--- config.mk ---
export PLATFORM = sky130hd
export DESIGN_NAME = tms_bitmask_seq
export DESIGN_NICKNAME = d
export VERILOG_FILES = /design/src/rtl/tms_pkg.sv /design/src/rtl/tms_ctrl.sv /design/src/rtl/tms_addr.sv /design/src/rtl/tms_alu.sv /design/src/rtl/tms_bitmask_seq.sv
export SDC_FILE = /design/constraint.sdc
export NUM_CORES = 1
export LEC_CHECK = 0
export ABC_AREA = 1
export CAP_MARGIN = 20
export CORE_UTILIZATION = 56
export DETAILED_ROUTE_END_ITERATION = 10
export DONT_BUFFER_PORTS = 1
export PLACE_DENSITY = 0.77
export SKIP_LAST_GASP = 1
export SLEW_MARGIN = 20
export SYNTH_ARGS = -nofsm -noshare
export SYNTH_HDL_FRONTEND = slang
export SYNTH_SLANG_ARGS = --single-unit
--- constraint.sdc ---
create_clock -name clk -period 2.2 [get_ports clk]
set_input_delay 0.33 -clock clk [delete_from_list [all_inputs] [get_ports clk]]
set_output_delay 0.33 -clock clk [all_outputs]
set_load 0.03 [all_outputs]
--- src/rtl/tms_pkg.sv ---
// Shared types for the test-and-modify sequencer.
// Assumes 8-bit opcodes and a five-step sequence after the start cycle.
package tms_pkg;
    typedef enum logic [2:0] {
        ST_IDLE   = 3'd0,
        ST_ADR_LO = 3'd1,
        ST_ADR_HI = 3'd2,
        ST_READ   = 3'd3,
        ST_REREAD = 3'd4,
        ST_WRITE  = 3'd5
    } tms_state_e;

    localparam logic [7:0] OPC_SETBITS = 8'h0E;
    localparam logic [7:0] OPC_CLRBITS = 8'h4E;
endpackage

--- src/rtl/tms_ctrl.sv ---
// Step controller: accepts a start while idle for the two supported opcodes
// and walks the five bus steps. Assumes start_i is a level sampled per cycle.
module tms_ctrl
    import tms_pkg::*;
(
    input  logic       clk,
    input  logic       rst_n,
    input  logic       start_i,
    input  logic [7:0] opcode_i,
    output tms_state_e state_o,
    output logic       accept_o,
    output logic       op_clr_o
);
    tms_state_e state_q;
    logic       clr_q;

    // Accept decision: idle and a known opcode.
    always_comb begin
        accept_o = (state_q == ST_IDLE) && start_i &&
                   ((opcode_i == OPC_SETBITS) || (opcode_i == OPC_CLRBITS));
    end

    // Step register and latched operation kind.
    always_ff @(posedge clk) begin
        if (!rst_n) begin
            state_q <= ST_IDLE;
            clr_q   <= 1'b0;
        end else begin
            case (state_q)
                ST_IDLE:   if (accept_o) begin
                               state_q <= ST_ADR_LO;
                               clr_q   <= (opcode_i == OPC_CLRBITS);
                           end
                ST_ADR_LO: state_q <= ST_ADR_HI;
                ST_ADR_HI: state_q <= ST_READ;
                ST_READ:   state_q <= ST_REREAD;
                ST_REREAD: state_q <= ST_WRITE;
                default:   state_q <= ST_IDLE;
            endcase
        end
    end

    assign state_o  = state_q;
    assign op_clr_o = clr_q;
endmodule

--- src/rtl/tms_addr.sv ---
// Address path: private program pointer plus the assembled target address.
// Assumes ADDR_W is exactly two data bytes, low byte fetched first.
module tms_addr
    import tms_pkg::*;
#(
    parameter int unsigned DATA_W = 8,
    parameter int unsigned ADDR_W = 16
) (
    input  logic              clk,
    input  logic              rst_n,
    input  tms_state_e        state_i,
    input  logic              accept_i,
    input  logic [ADDR_W-1:0] pc_i,
    input  logic [DATA_W-1:0] rdata_i,
    output logic [ADDR_W-1:0] addr_o
);
    localparam int unsigned HI_LSB = DATA_W;
    localparam logic [ADDR_W-1:0] ONE = ADDR_W'(1);

    logic [ADDR_W-1:0] ptr_q;
    logic [ADDR_W-1:0] tgt_q;
    logic              fetch;

    assign fetch = (state_i == ST_ADR_LO) || (state_i == ST_ADR_HI);

    // Pointer load on accept and advance after each address-byte fetch.
    always_ff @(posedge clk) begin
        if (!rst_n)        ptr_q <= '0;
        else if (accept_i) ptr_q <= pc_i;
        else if (fetch)    ptr_q <= ptr_q + ONE;
    end

    // Assemble the target address from the two fetched bytes.
    always_ff @(posedge clk) begin
        if (!rst_n)                      tgt_q <= '0;
        else if (state_i == ST_ADR_LO)   tgt_q[HI_LSB-1:0] <= rdata_i;
        else if (state_i == ST_ADR_HI)   tgt_q[ADDR_W-1:HI_LSB] <= rdata_i[ADDR_W-HI_LSB-1:0];
    end

    // Bus address: pointer while fetching, target afterwards.
    assign addr_o = fetch ? ptr_q : tgt_q;
endmodule

--- src/rtl/tms_alu.sv ---
// Compare and mask path: latches A at accept, captures the target byte on
// the first data read, derives N/Z from A minus byte, forms the write value.
module tms_alu
    import tms_pkg::*;
#(
    parameter int unsigned DATA_W = 8
) (
    input  logic              clk,
    input  logic              rst_n,
    input  tms_state_e        state_i,
    input  logic              accept_i,
    input  logic              op_clr_i,
    input  logic [DATA_W-1:0] acc_i,
    input  logic [DATA_W-1:0] rdata_i,
    output logic [DATA_W-1:0] wdata_o,
    output logic              flag_n_o,
    output logic              flag_z_o,
    output logic              flag_upd_o
);
    logic [DATA_W-1:0] acc_q;
    logic [DATA_W-1:0] data_q;
    logic [DATA_W-1:0] diff;
    logic              n_q, z_q;

    assign flag_upd_o = (state_i == ST_READ);
    assign diff       = acc_q - rdata_i;

    // Operand latch at accept.
    always_ff @(posedge clk) begin
        if (!rst_n)        acc_q <= '0;
        else if (accept_i) acc_q <= acc_i;
    end

    // Target byte capture and flag load on the compare step only.
    always_ff @(posedge clk) begin
        if (!rst_n) begin
            data_q <= '0;
            n_q    <= 1'b0;
            z_q    <= 1'b0;
        end else if (flag_upd_o) begin
            data_q <= rdata_i;
            n_q    <= diff[DATA_W-1];
            z_q    <= (diff == '0);
        end
    end

    // Write value: set or clear the bits selected by A.
    always_comb begin
        wdata_o = op_clr_i ? (data_q & ~acc_q) : (data_q | acc_q);
    end

    assign flag_n_o = n_q;
    assign flag_z_o = z_q;
endmodule

--- src/rtl/tms_bitmask_seq.sv ---
// Top of the test-and-modify bit mask sequencer. Ties the controller,
// address path and compare/mask path to a single-cycle memory bus.
// Assumes read data is valid in the same cycle as the address.
module tms_bitmask_seq
    import tms_pkg::*;
#(
    parameter int unsigned DATA_W = 8,
    parameter int unsigned ADDR_W = 2 * DATA_W
) (
    input  logic              clk,
    input  logic              rst_n,
    input  logic              start_i,
    input  logic [7:0]        opcode_i,
    input  logic [DATA_W-1:0] acc_i,
    input  logic [ADDR_W-1:0] pc_i,
    output logic              pc_inc_o,
    output logic [ADDR_W-1:0] mem_addr_o,
    output logic              mem_rd_o,
    input  logic [DATA_W-1:0] mem_rdata_i,
    output logic [DATA_W-1:0] mem_wdata_o,
    output logic              mem_we_o,
    output logic              flag_n_o,
    output logic              flag_z_o,
    output logic              flag_upd_o,
    output logic              busy_o,
    output logic              done_o
);
    tms_state_e state;
    logic       accept;
    logic       op_clr;

    tms_ctrl u_ctrl (
        .clk      (clk),
        .rst_n    (rst_n),
        .start_i  (start_i),
        .opcode_i (opcode_i),
        .state_o  (state),
        .accept_o (accept),
        .op_clr_o (op_clr)
    );

    tms_addr #(.DATA_W(DATA_W), .ADDR_W(ADDR_W)) u_addr (
        .clk      (clk),
        .rst_n    (rst_n),
        .state_i  (state),
        .accept_i (accept),
        .pc_i     (pc_i),
        .rdata_i  (mem_rdata_i),
        .addr_o   (mem_addr_o)
    );

    tms_alu #(.DATA_W(DATA_W)) u_alu (
        .clk        (clk),
        .rst_n      (rst_n),
        .state_i    (state),
        .accept_i   (accept),
        .op_clr_i   (op_clr),
        .acc_i      (acc_i),
        .rdata_i    (mem_rdata_i),
        .wdata_o    (mem_wdata_o),
        .flag_n_o   (flag_n_o),
        .flag_z_o   (flag_z_o),
        .flag_upd_o (flag_upd_o)
    );

    // Bus strobes decoded from the current step.
    always_comb begin
        pc_inc_o = (state == ST_ADR_LO) || (state == ST_ADR_HI);
        mem_rd_o = pc_inc_o || (state == ST_READ) || (state == ST_REREAD);
        mem_we_o = (state == ST_WRITE);
        done_o   = (state == ST_WRITE);
        busy_o   = (state != ST_IDLE);
    end
endmodule

### After elaboration in Yosys (flattened, before gate mapping)

Cells that the tools add are included.

| storage, ports and cells | value |
|---|---|
| register bits after elaboration | 54 |
| word-level logic and storage cells | 41 |
| input port bits | 43 |
| output and inout port bits | 32 |

| cells by class | value |
|---|---|
| add/sub/neg operators | 2 |
| multiplexer cells | 6 |
| equality and inequality tests | 8 |
| reductions and logical operators | 12 |
| bitwise operators | 4 |

Operators with widths:

| kind | count |
|---|---|
| 16-bit two-way mux | 3 |
| 16-bit by 1-bit adder with 16-bit output (second input constant) | 1 |
| 3-bit case mux with 5 select lines | 1 |
| 8-bit AND | 1 |
| 8-bit by 4-bit == test with 1-bit output (second input constant) | 1 |
| 8-bit by 7-bit == test with 1-bit output (second input constant) | 1 |
| 8-bit zero test | 1 |
| 8-bit two-way mux | 1 |
| 8-bit NOT | 1 |
| 8-bit OR | 1 |
| 8-bit subtractor | 1 |
| 3-bit by 2-bit == test with 1-bit output (second input constant) | 2 |
| 3-bit == test (second input constant) | 2 |
| 1-bit logical OR | 4 |
| 2-bit AND reduction | 2 |
| 3-bit by 1-bit == test with 1-bit output (second input constant) | 1 |
| 3-bit zero test | 1 |
| 3-bit two-way mux | 1 |
| 3-bit nonzero test | 1 |
| 1-bit logical AND | 2 |
| 2-bit inequality test (second input constant) | 1 |
| 2-bit nonzero test | 1 |
| 1-bit NOT | 1 |

### Depth between registers and ports, before layout

Gate-level depths: netlist of the first run.

| logic depth | value |
|---|---|
| depth after elaboration | 5 |
| mapped depth | 13 |
| mapped depth without buffers | 13 |

### By module

A second synthesis of the first run with hierarchy kept.

| unflattened totals | value |
|---|---|
| cells, all modules | 491 |
| area total of the unflattened synthesis | 3,269.4 um2 |

Modules (own cells, without submodules):

| module | cells each | area each (um2) | instances | sequential area each (um2) |
|---|---|---|---|---|
| tms_addr | 274 | 1,831.8 | 1 | 640.6 |
| tms_alu | 169 | 1,138.6 | 1 | 360.3 |
| tms_ctrl | 35 | 234.0 | 1 | 80.1 |
| tms_bitmask_seq | 13 | 65.1 | 1 | 0.0 |

### Least setup slack after synthesis of the first run

No wires, ideal clock.

| timing | value |
|---|---|
| path type | reg2out |
| start point | register u_ctrl.state_q[1], in the netlist u_ctrl.state_o[1] |
| end point | output port mem_addr_o[10] |
| data required time | 1,870 ps |
| arrival time | 1,758 ps |
| cell stages (with the launch flop) | 7 |
| path slack | 112 ps |
| cells stage by stage | dfxtp_1 > nand2_2 > nand2_2 > nor2_4 > buf_2 > buf_2 > o21ai_0 |

| between the ends | value |
|---|---|
| longest elaborated chain between the ends | 3 |
| elaborated cells on any way between the ends | 4 |
| classes of those cells | 2 x eq/ne; 1 x mux; 1 x reduce/logical |

Ends and longest elaborated chain:

| item | line | RTL |
|---|---|---|
| start: declaration | tms_ctrl.sv:14 | `tms_state_e state_q;` |
| start signal: assignment | tms_ctrl.sv:26 | `state_q <= ST_IDLE;` |
| start signal: assignment | tms_ctrl.sv:31 | `state_q <= ST_ADR_LO;` |
| start signal: assignment | tms_ctrl.sv:34 | `ST_ADR_LO: state_q <= ST_ADR_HI;` |
| 3-bit by 1-bit == test with 1-bit output / 3-bit by 2-bit == test with 1-bit output (equally long branches) | n/a |  |
| 1-bit logical OR * | n/a |  |
| net pc_inc_o | tms_bitmask_seq.sv:16 | `output logic pc_inc_o,` |
| 16-bit two-way mux * | tms_addr.sv:41 | `assign addr_o = fetch ? ptr_q : tgt_q;` |
| end: declaration | tms_bitmask_seq.sv:17 | `output logic [ADDR_W-1:0] mem_addr_o,` |

Mark *: on every way through the listed nets, which the timed path passes. The rest lies on a longest branch.

### Worst setup path in the final report of the first run

| timing | value |
|---|---|
| start point | register u_ctrl.state_q[1], in the netlist u_ctrl.state_o[1] |
| end point | output port mem_addr_o[10] |

| between the ends | value |
|---|---|
| longest elaborated chain between the ends | 3 |
| elaborated cells on any way between the ends | 4 |
| classes of those cells | 2 x eq/ne; 1 x mux; 1 x reduce/logical |

Ends and longest elaborated chain:

| item | line | RTL |
|---|---|---|
| 3-bit by 1-bit == test with 1-bit output / 3-bit by 2-bit == test with 1-bit output (equally long branches) | tms_addr.sv:24 | `assign fetch = (state_i == ST_ADR_LO) \|\| (state_i == ST_ADR_HI);` |
| 1-bit logical OR * | tms_addr.sv:24 |  |
| 16-bit two-way mux * | tms_addr.sv:41 |  |

Every way passes the cells marked *; elsewhere a longest branch is shown, timed or not.

==> out/results.ini, run 1 <==
[run_status]
status=finished clean

[synth]
yosys.area.top_type_share_pct=35.1
ys.flop_type=dfxtp_1
synth_warnings=0
avgSynthCellArea_sq_um=6.69
ys_async_sr_fraction_pct=0
synth_nets=512
yosysTopAreaCell=dfxtp_1
seq_area_frac_synth_pct=35.1
ys_top_cells_by_area=dfxtp_1, nand2_1, o21ai_0
yosysUniqueCellTypes=37
synth_edf_count=0
synth.most_common_cell=nand2_1
syn_area_sq_um=3080
yosys_register_bits=54
synthCells=460
synth_commonest_cells=nand2_1, o21ai_0, dfxtp_1, inv_1, nor2_1

[route]
initialDrtViolationCount=183
via_count=2989
drcViolationCount=0
drt-pass1-iter-count=5
vias_per_cell=5.52
ant_nets=0
wl_per_cell_microns=14.7
routed_wl_mm=7.94

[clock_network]
path_clk_slew_ns=0.09
root_buffer=clkbuf_8
cts_hold_buf=0
clock_sinks=54
numCtsBuffers=5
htree_levels=2
ctsResizeCount=0
clock_latency_ns=0.31
cts_tree=built
ctsLongestPathBuffers=2
post-cts-setup-buffers=0

[floorplan]
die_area_sq_um=5800
chipHeight_microns=76.2
rows=26
die_x_microns=76.2
start_util_pct=59.2
ioPinCount=75
core_area_sq_um=5200

[finish]
fillers=504
drive_gt1_share_pct=10.8
antennaDiodeCount=0
syn2layout_area_growth_pct=9.35
nNetsFinal=523
final_area_sq_um=3370
fin_cells=541

[power_and_ir_drop]
swShare_pct=33.2
power_density_nw_per_um2=715
p_int_mw=1.61
power_frac_seq_pct=45.0
vdd_drop_max_mv=0.573
netSwitchingPower_mw=0.801
power_mw=2.41
power.leakage_nw=1.41
clkPwrFrac_pct=28.3
comb_power_share_pct=26.8

[critical_path]
required_ns=1.87
critical_path_class=reg2out
cp.arrival_ns=1.78
worstPathMaxFanout=42
cp-start-kind=flop
setup.worst_path.end_class=primary output

[sta]
worst_slew_pin_slew_ns=0.673
clock_skew_ns=0.00631
final_max_slew_viol_count=0
hold_viol_final=0
finalWorstSetupSlack_ns=0.0877
clock.fmax_mhz=473
setup_viol=0
finalSetupTns_ns=0
rsz0062_at_grt=no
period_share_pct=96.0
maxSlewHeadroom_pct=55.3
fin_crit_ns=2.11

[placement]
dp_cells=534
port_buffers=0
place.gp.congestion=0.966
pre_cts_ws_ns=0.430
place_area_sq_um=3250
dp_hpwl_mm=5.92

[grt]
grt_pass1_wl_mm=13.2
grt.total_usage_pct=28.0
antenna_found_initial=0
grt_max_degree=43
globalRoute.totalOverflow=0
grt_pass1_vias=2896

[min_path]
hp-class=in2reg

[flow_run]
cap_violations=0

[routing by layer]
layer / up-vias / track usage [%] / share of wire [%]
met5: - / 0 / 0
met4: 0 / 10.4 / 2.2
met3: 16 / 5.75 / 7.8
met2: 107 / 49.3 / 48
met1: 1357 / 33.7 / 42
li1: 1509 / - / -
[power by group through the flow]
stage | combinational [mW] | sequential [mW] | clock (mW)
floorplan | 0.497 | 1.10 | 0
global placement | 0.631 | 1.10 | 0
detailed placement | 0.639 | 1.11 | 0
CTS | 0.643 | 1.08 | 0.689
global route | 0.699 | 1.09 | 0.726
finish | 0.645 | 1.08 | 0.680
[stage by stage]
| stage | utilization (%) | hold slack (ns) |
|---|---|---|
| 6_report | 64.7 | 0.161 |
| 5_1_grt | 64.7 | 0.154 |
| 4_1_cts | 64.7 | 0.155 |
| 3_5_place_dp | 62.5 | 0.444 |
| 3_3_place_gp | 62.5 | 0.433 |
| 2_1_floorplan | - | 0.425 |
[sequential cells by signal, summed over array words and instances (netlist names)]
register         count
u_ctrl.op_clr_o      1
u_ctrl.state_o       3
u_addr.tgt_q        16
u_addr.ptr_q        16
u_alu.acc_q          8
u_alu.data_q         8
u_alu.flag_n_o       1
u_alu.flag_z_o       1
[cells in the final DEF (no fill, tap or decap), drive strengths merged, types with 3 or more instances in the layout]
cell type,n
a21oi,46
a31oi,4
buf,22
clkbuf,6
dfxtp,54
ha,8
inv,59
nand2,100
nand3,22
nand4,3
nor2,52
nor3,9
o21ai,64
or2,3
xnor2,4
xor2,5
[cell type report]
cell class                      count  area, sq um  area share, %
Multi-Input combinational cell    329         1680           50.0
Timing Repair Buffer               22          178           5.28
Sequential cell                    54         1080           32.1
Tap cell                           70         87.6           2.60
Inverter                           59          224           6.65
Clock inverter                      1         30.0          0.892
Clock buffer                        6         82.6           2.45
[cells by family (layout without fill, tap and decap cells)]
| group | count (synthesis) | after routing | synth area share, % |
|---|---|---|---|
| and+or+nand+nor | 192 | 192 | 27.9 |
| xor gates and xnor gates | 9 | 9 | 2.56 |
| AOI/OAI and AO/OA | 119 | 119 | 20.2 |
| adders and majority gates | 9 | 9 | 3.90 |
| DFF | 54 | 54 | 35.1 |
| buffers and inverters | 77 | 88 | 10.4 |
[path summary, 6_finish.rpt]
check                          from                to  slack (ns)  cells after the start
setup / recovery  u_ctrl.state_o[1]    mem_addr_o[10]        0.09                      6
hold / removal                rst_n   u_addr.tgt_q[6]        0.16                      2
setup reg to reg  u_ctrl.state_o[1]  u_addr.ptr_q[13]        0.42                      9
hold reg to reg    u_addr.tgt_q[13]  u_addr.tgt_q[13]        0.46                      2
[critical path: stages (launching register included)]
cell     delay (ns)
dfxtp_1        0.47
nand2_2        0.12
nand2_2        0.10
nor2_4         0.04
buf_12         0.17
o21ai_0        0.33
buf_4          0.24
Note: power is estimated with default switching activity, not from simulation.
==> run 2: changes to the inputs <==
- CORE_UTILIZATION: 56 -> 50
- PLACE_DENSITY: 0.77 -> 0.71
==> out/results.ini, run 2 (synthesis gave the netlist of run 1 again) <==
[critical_path]
cp.arrival_ns=1.73
setup.worst_path.end_class=primary output
cp-start-kind=flop
critical_path_class=reg2out
required_ns=1.87
worstPathMaxFanout=42

[floorplan]
start_util_pct=52.0
ioPinCount=75
die_area_sq_um=6480
chipHeight_microns=80.5
rows=28
core_area_sq_um=5920
die_x_microns=80.5

[route]
routed_wl_mm=7.90
ant_nets=0
via_count=2972
drcViolationCount=0
drt-pass1-iter-count=5
vias_per_cell=5.43
wl_per_cell_microns=14.4
initialDrtViolationCount=214

[sta]
setup_viol=0
hold_viol_final=0
final_max_slew_viol_count=0
period_share_pct=93.6
worst_slew_pin_slew_ns=0.668
clock_skew_ns=0.0185
maxSlewHeadroom_pct=55.6
fin_crit_ns=2.06
clock.fmax_mhz=485
finalSetupTns_ns=0
rsz0062_at_grt=no

[clock_network]
numCtsBuffers=5
htree_levels=2
cts_tree=built
post-cts-setup-buffers=0
cts_hold_buf=0
clock_sinks=54
ctsResizeCount=0
root_buffer=clkbuf_8
path_clk_slew_ns=0.11
clock_latency_ns=0.31
ctsLongestPathBuffers=2

[power_and_ir_drop]
vdd_drop_max_mv=0.457
power.leakage_nw=1.41
power_density_nw_per_um2=717

[finish]
final_area_sq_um=3370
final_cell_mix=nand2_1, o21ai_0, inv_1, dfxtp_1, nor2_1
fin_cells=547
drive_gt1_share_pct=11.0
top_regs=u_addr.ptr_q x16, u_addr.tgt_q x16
layout_commonest_cell=nand2_1
antennaDiodeCount=0
syn2layout_area_growth_pct=9.59
nNetsFinal=523
fillers=574

[placement]
dp_hpwl_mm=5.77
place_area_sq_um=3260
dp_cells=539
place.gp.congestion=0.916
port_buffers=0

[flow_run]
cap_violations=0

[run_status]
status=finished clean

[grt]
grt_pass1_wl_mm=12.6
antenna_found_initial=0
grt_max_degree=43
grt_pass1_vias=2626
grt.total_usage_pct=25.6
globalRoute.totalOverflow=0

[min_path]
hp-class=in2reg

## run 2: worst max-delay path, cell delays in order (launching register included)
cell and delay (ns):
dfxtp_1 0.46, nand2_2 0.12, nand2_2 0.10, nor2_4 0.04, buf_12 0.17, o21ai_0 0.30
buf_4 0.23
## run 2: per-stage QoR
stage	utilization [%]	total power [mW]	hold WS [ns]	setup slack, ns
after detailed placement	55.1	1.75	0.438	0.427
after global placement	55.1	1.74	0.434	0.489
after CTS	57.0	2.42	0.126	0.144
after global routing	57.0	2.54	0.116	0.0741
after floorplan	-	1.59	0.425	0.112
final	57.0	2.42	0.140	0.140
## run 2: layout make-up
| cell class | count | area [sq um] | area share (%) |
|---|---|---|---|
| multi-input cells | 329 | 1680 | 49.9 |
| flip-flops and latches | 54 | 1080 | 32.0 |
| inverters | 59 | 224 | 6.64 |
| repair buffers | 22 | 178 | 5.27 |
| well taps | 75 | 93.8 | 2.78 |
| clock buffers | 5 | 68.8 | 2.04 |
| clock inverters | 3 | 45.0 | 1.33 |
## run 2: path summary, 6_finish.rpt
| path | end | startpoint | slack, ns | cells after the start |
|---|---|---|---|---|
| worst max register to register | u_alu.flag_z_o | u_alu.acc_q[0] | 0.40 | 11 |
| worst min-delay path | u_addr.ptr_q[6] | rst_n | 0.14 | 2 |
| worst max-delay path | mem_addr_o[3] | u_ctrl.state_o[1] | 0.14 | 6 |
| worst min register to register | u_addr.tgt_q[9] | u_addr.tgt_q[9] | 0.45 | 2 |
## run 2: layer usage
metal	up-vias	share of wire (%)	routed length [microns]	global-route usage (%)
met3	18	7.8	613	6.70
li1	1509	-	-	-
met2	114	46	3630	41.4
met4	0	2.0	161	8.39
met5	-	0	0	0
met1	1331	44	3500	32.9
## run 2: power by group
group / internal [mW] / switching (mW)
combinational: 0.199 / 0.445
sequential: 1.04 / 0.0415
clock: 0.339 / 0.349
==> run 3: changes to the inputs <==
- ABC_AREA: 1 -> unset
==> out/results.ini, run 3 <==
[sta]
maxSlewHeadroom_pct=51.4
clock.fmax_mhz=480
fin_crit_ns=2.08
finalSetupTns_ns=0
clock_skew_ns=0.00523
final_max_slew_viol_count=0
hold_viol_final=0
rsz0062_at_grt=no
holdWs_ns=0.139
setup_viol=0
period_share_pct=94.7
worst_slew_pin_slew_ns=0.708

[clock_network]
clock_sinks=54
ctsLongestPathBuffers=2
numCtsBuffers=5
cts_hold_buf=0
path_clk_slew_ns=0.10
post-cts-setup-buffers=0
ctsResizeCount=2
htree_levels=2
root_buffer=clkbuf_8
clock_latency_ns=0.31
cts_tree=built

[critical_path]
crit_path_start=u_ctrl.state_o[1]
critical_path_class=reg2out
worstPathMaxFanout=23
r2r_slack_ns=0.38
cp-start-kind=flop
crit_end=mem_addr_o[5]
rr_worst_depth=8
setup.worst_path.end_class=primary output
rr_endpoint=u_alu.flag_z_o
r2r_start=u_alu.acc_q[0]
required_ns=1.87
cp.arrival_ns=1.75

[power_and_ir_drop]
power.leakage_nw=1.13
power_frac_seq_pct=59.8
netSwitchingPower_mw=0.380
clkPwrFrac_pct=35.7
comb_power_share_pct=4.5
p_int_mw=1.26
power_mw=1.64
vdd_drop_max_mv=0.305
swShare_pct=23.2
power_density_nw_per_um2=527

[finish]
syn2layout_area_growth_pct=7.01
layout_commonest_cell=dfxtp_1
top_regs=u_addr.ptr_q x16, u_addr.tgt_q x16
drive_gt1_share_pct=13.3
antennaDiodeCount=0
fin_util_pct=56.2
nNetsFinal=397
final_cell_mix=dfxtp_1, nand2_1, a21oi_1

[synth]
yosysUniqueCellTypes=47
synthCells=346
synth.most_common_cell=dfxtp_1
avgSynthCellArea_sq_um=8.41
synth_nets=398
synth_commonest_cells=dfxtp_1, nand2_1, a21oi_1, nor2_1, mux2i_1
yosys.area.top_type_share_pct=37.2
syn_area_sq_um=2910
ys_top_cells_by_area=dfxtp_1, mux2i_1, a21oi_1
yosysTopAreaCell=dfxtp_1
seq_area_frac_synth_pct=37.2
ys_async_sr_fraction_pct=0
synth_warnings=0
synth_edf_count=0
ys.flop_type=dfxtp_1
yosys_register_bits=54

[floorplan]
die_x_microns=78.3
start_util_pct=52.5
die_area_sq_um=6130
rows=27
core_area_sq_um=5540
chipHeight_microns=78.3
ioPinCount=75

[placement]
place.gp.congestion=0.893
dp_hpwl_mm=5.22
port_buffers=0

[flow_run]
cap_violations=0

[route]
ant_nets=0
drcViolationCount=0
vias_per_cell=5.72
wl_per_cell_microns=16.7
routed_wl_mm=7.00
drt-pass1-iter-count=4
initialDrtViolationCount=176
via_count=2389

[grt]
grt_pass1_vias=2191
antenna_found_initial=0
grt_max_degree=36
grt_pass1_wl_mm=11.3
grt.total_usage_pct=24.2
globalRoute.totalOverflow=0

[run_status]
status=finished clean

[min_path]
hp-class=in2reg

## run 3: cell types whose count changed after synthesis, moves of 5 or more
cell and delta:
a21oi_1 -7, clkbuf_1 +5, inv_1 -37, mux2_2 +16, mux2i_1 +22, nand2_1 -51
nand3_1 -10, nor2_1 -13, o21ai_0 -52
## run 3: worst min-delay path by stage
| stage | depth (start not counted) | slack (ns) | end | from |
|---|---|---|---|---|
| final | 2 | 0.14 | u_alu.data_q[1] | mem_rdata_i[1] |
| after CTS | 1 | 0.13 | u_alu.flag_n_o | rst_n |
| after global routing | 1 | 0.12 | u_alu.flag_n_o | rst_n |
| after floorplan | 2 | 0.44 | u_alu.data_q[0] | u_alu.data_q[0] |
| after detailed placement | 2 | 0.45 | u_alu.data_q[5] | u_alu.data_q[5] |
| after global placement | 2 | 0.44 | u_alu.data_q[6] | u_alu.data_q[6] |
## run 3: through the flow
step,setup slack [ns],cells,instance area [sq um]
after floorplan,0.223,346,2910
after CTS,0.0757,418,3110
after global placement,0.341,410,3010
final,0.117,418,3110
after global routing,0.0325,418,3110
after detailed placement,0.261,410,3010
## run 3: cell families (layout without fill, tap and decap cells)
| family | after synthesis | in the layout | share of synthesized area (%) |
|---|---|---|---|
| adders and majority gates | 9 | 9 | 4.13 |
| DFF | 54 | 54 | 37.2 |
| and+or+nand+nor | 123 | 123 | 20.1 |
| xor gates and xnor gates | 16 | 16 | 5.46 |
| AOI/OAI and AO/OA | 67 | 67 | 13.5 |
| muxes | 38 | 38 | 13.8 |
| buffers and inverters | 39 | 39 | 5.81 |
## run 3: power groups by stage
| stage | registers (mW) | logic [mW] | clock network, mW |
|---|---|---|---|
| final | 0.981 | 0.0733 | 0.586 |
| after global routing | 0.982 | 0.0826 | 0.646 |
| after CTS | 0.983 | 0.0737 | 0.606 |
| after detailed placement | 1.01 | 0.0732 | 0 |
| after global placement | 1.01 | 0.0723 | 0 |
| after floorplan | 1.00 | 0.0632 | 0 |
## run 3: cell type report
class                           instances  area (sq um)
Timing Repair Buffer                   13           110
Inverter                               18          67.6
Clock inverter                          2          12.5
Sequential cell                        54          1090
Multi-Input combinational cell        253          1660
Fill cell                             526          2430
Clock buffer                            6          82.6
Tap cell                               72          90.1
## run 3: per-layer routing
| layer | GRT usage [%] | vias to the layer above | wire length (microns) |
|---|---|---|---|
| met5 | 0 | - | 0 |
| met2 | 37.2 | 72 | 3230 |
| met3 | 6.28 | 6 | 550 |
| met4 | 7.04 | 0 | 85 |
| li1 | - | 1194 | - |
| met1 | 33.4 | 1117 | 3130 |
## run 3: critical path: stages (launching register included)
cell     delay, ns
dfxtp_4       0.40
xnor2_4       0.19
nor2_2        0.18
buf_12        0.22
mux2_2        0.45
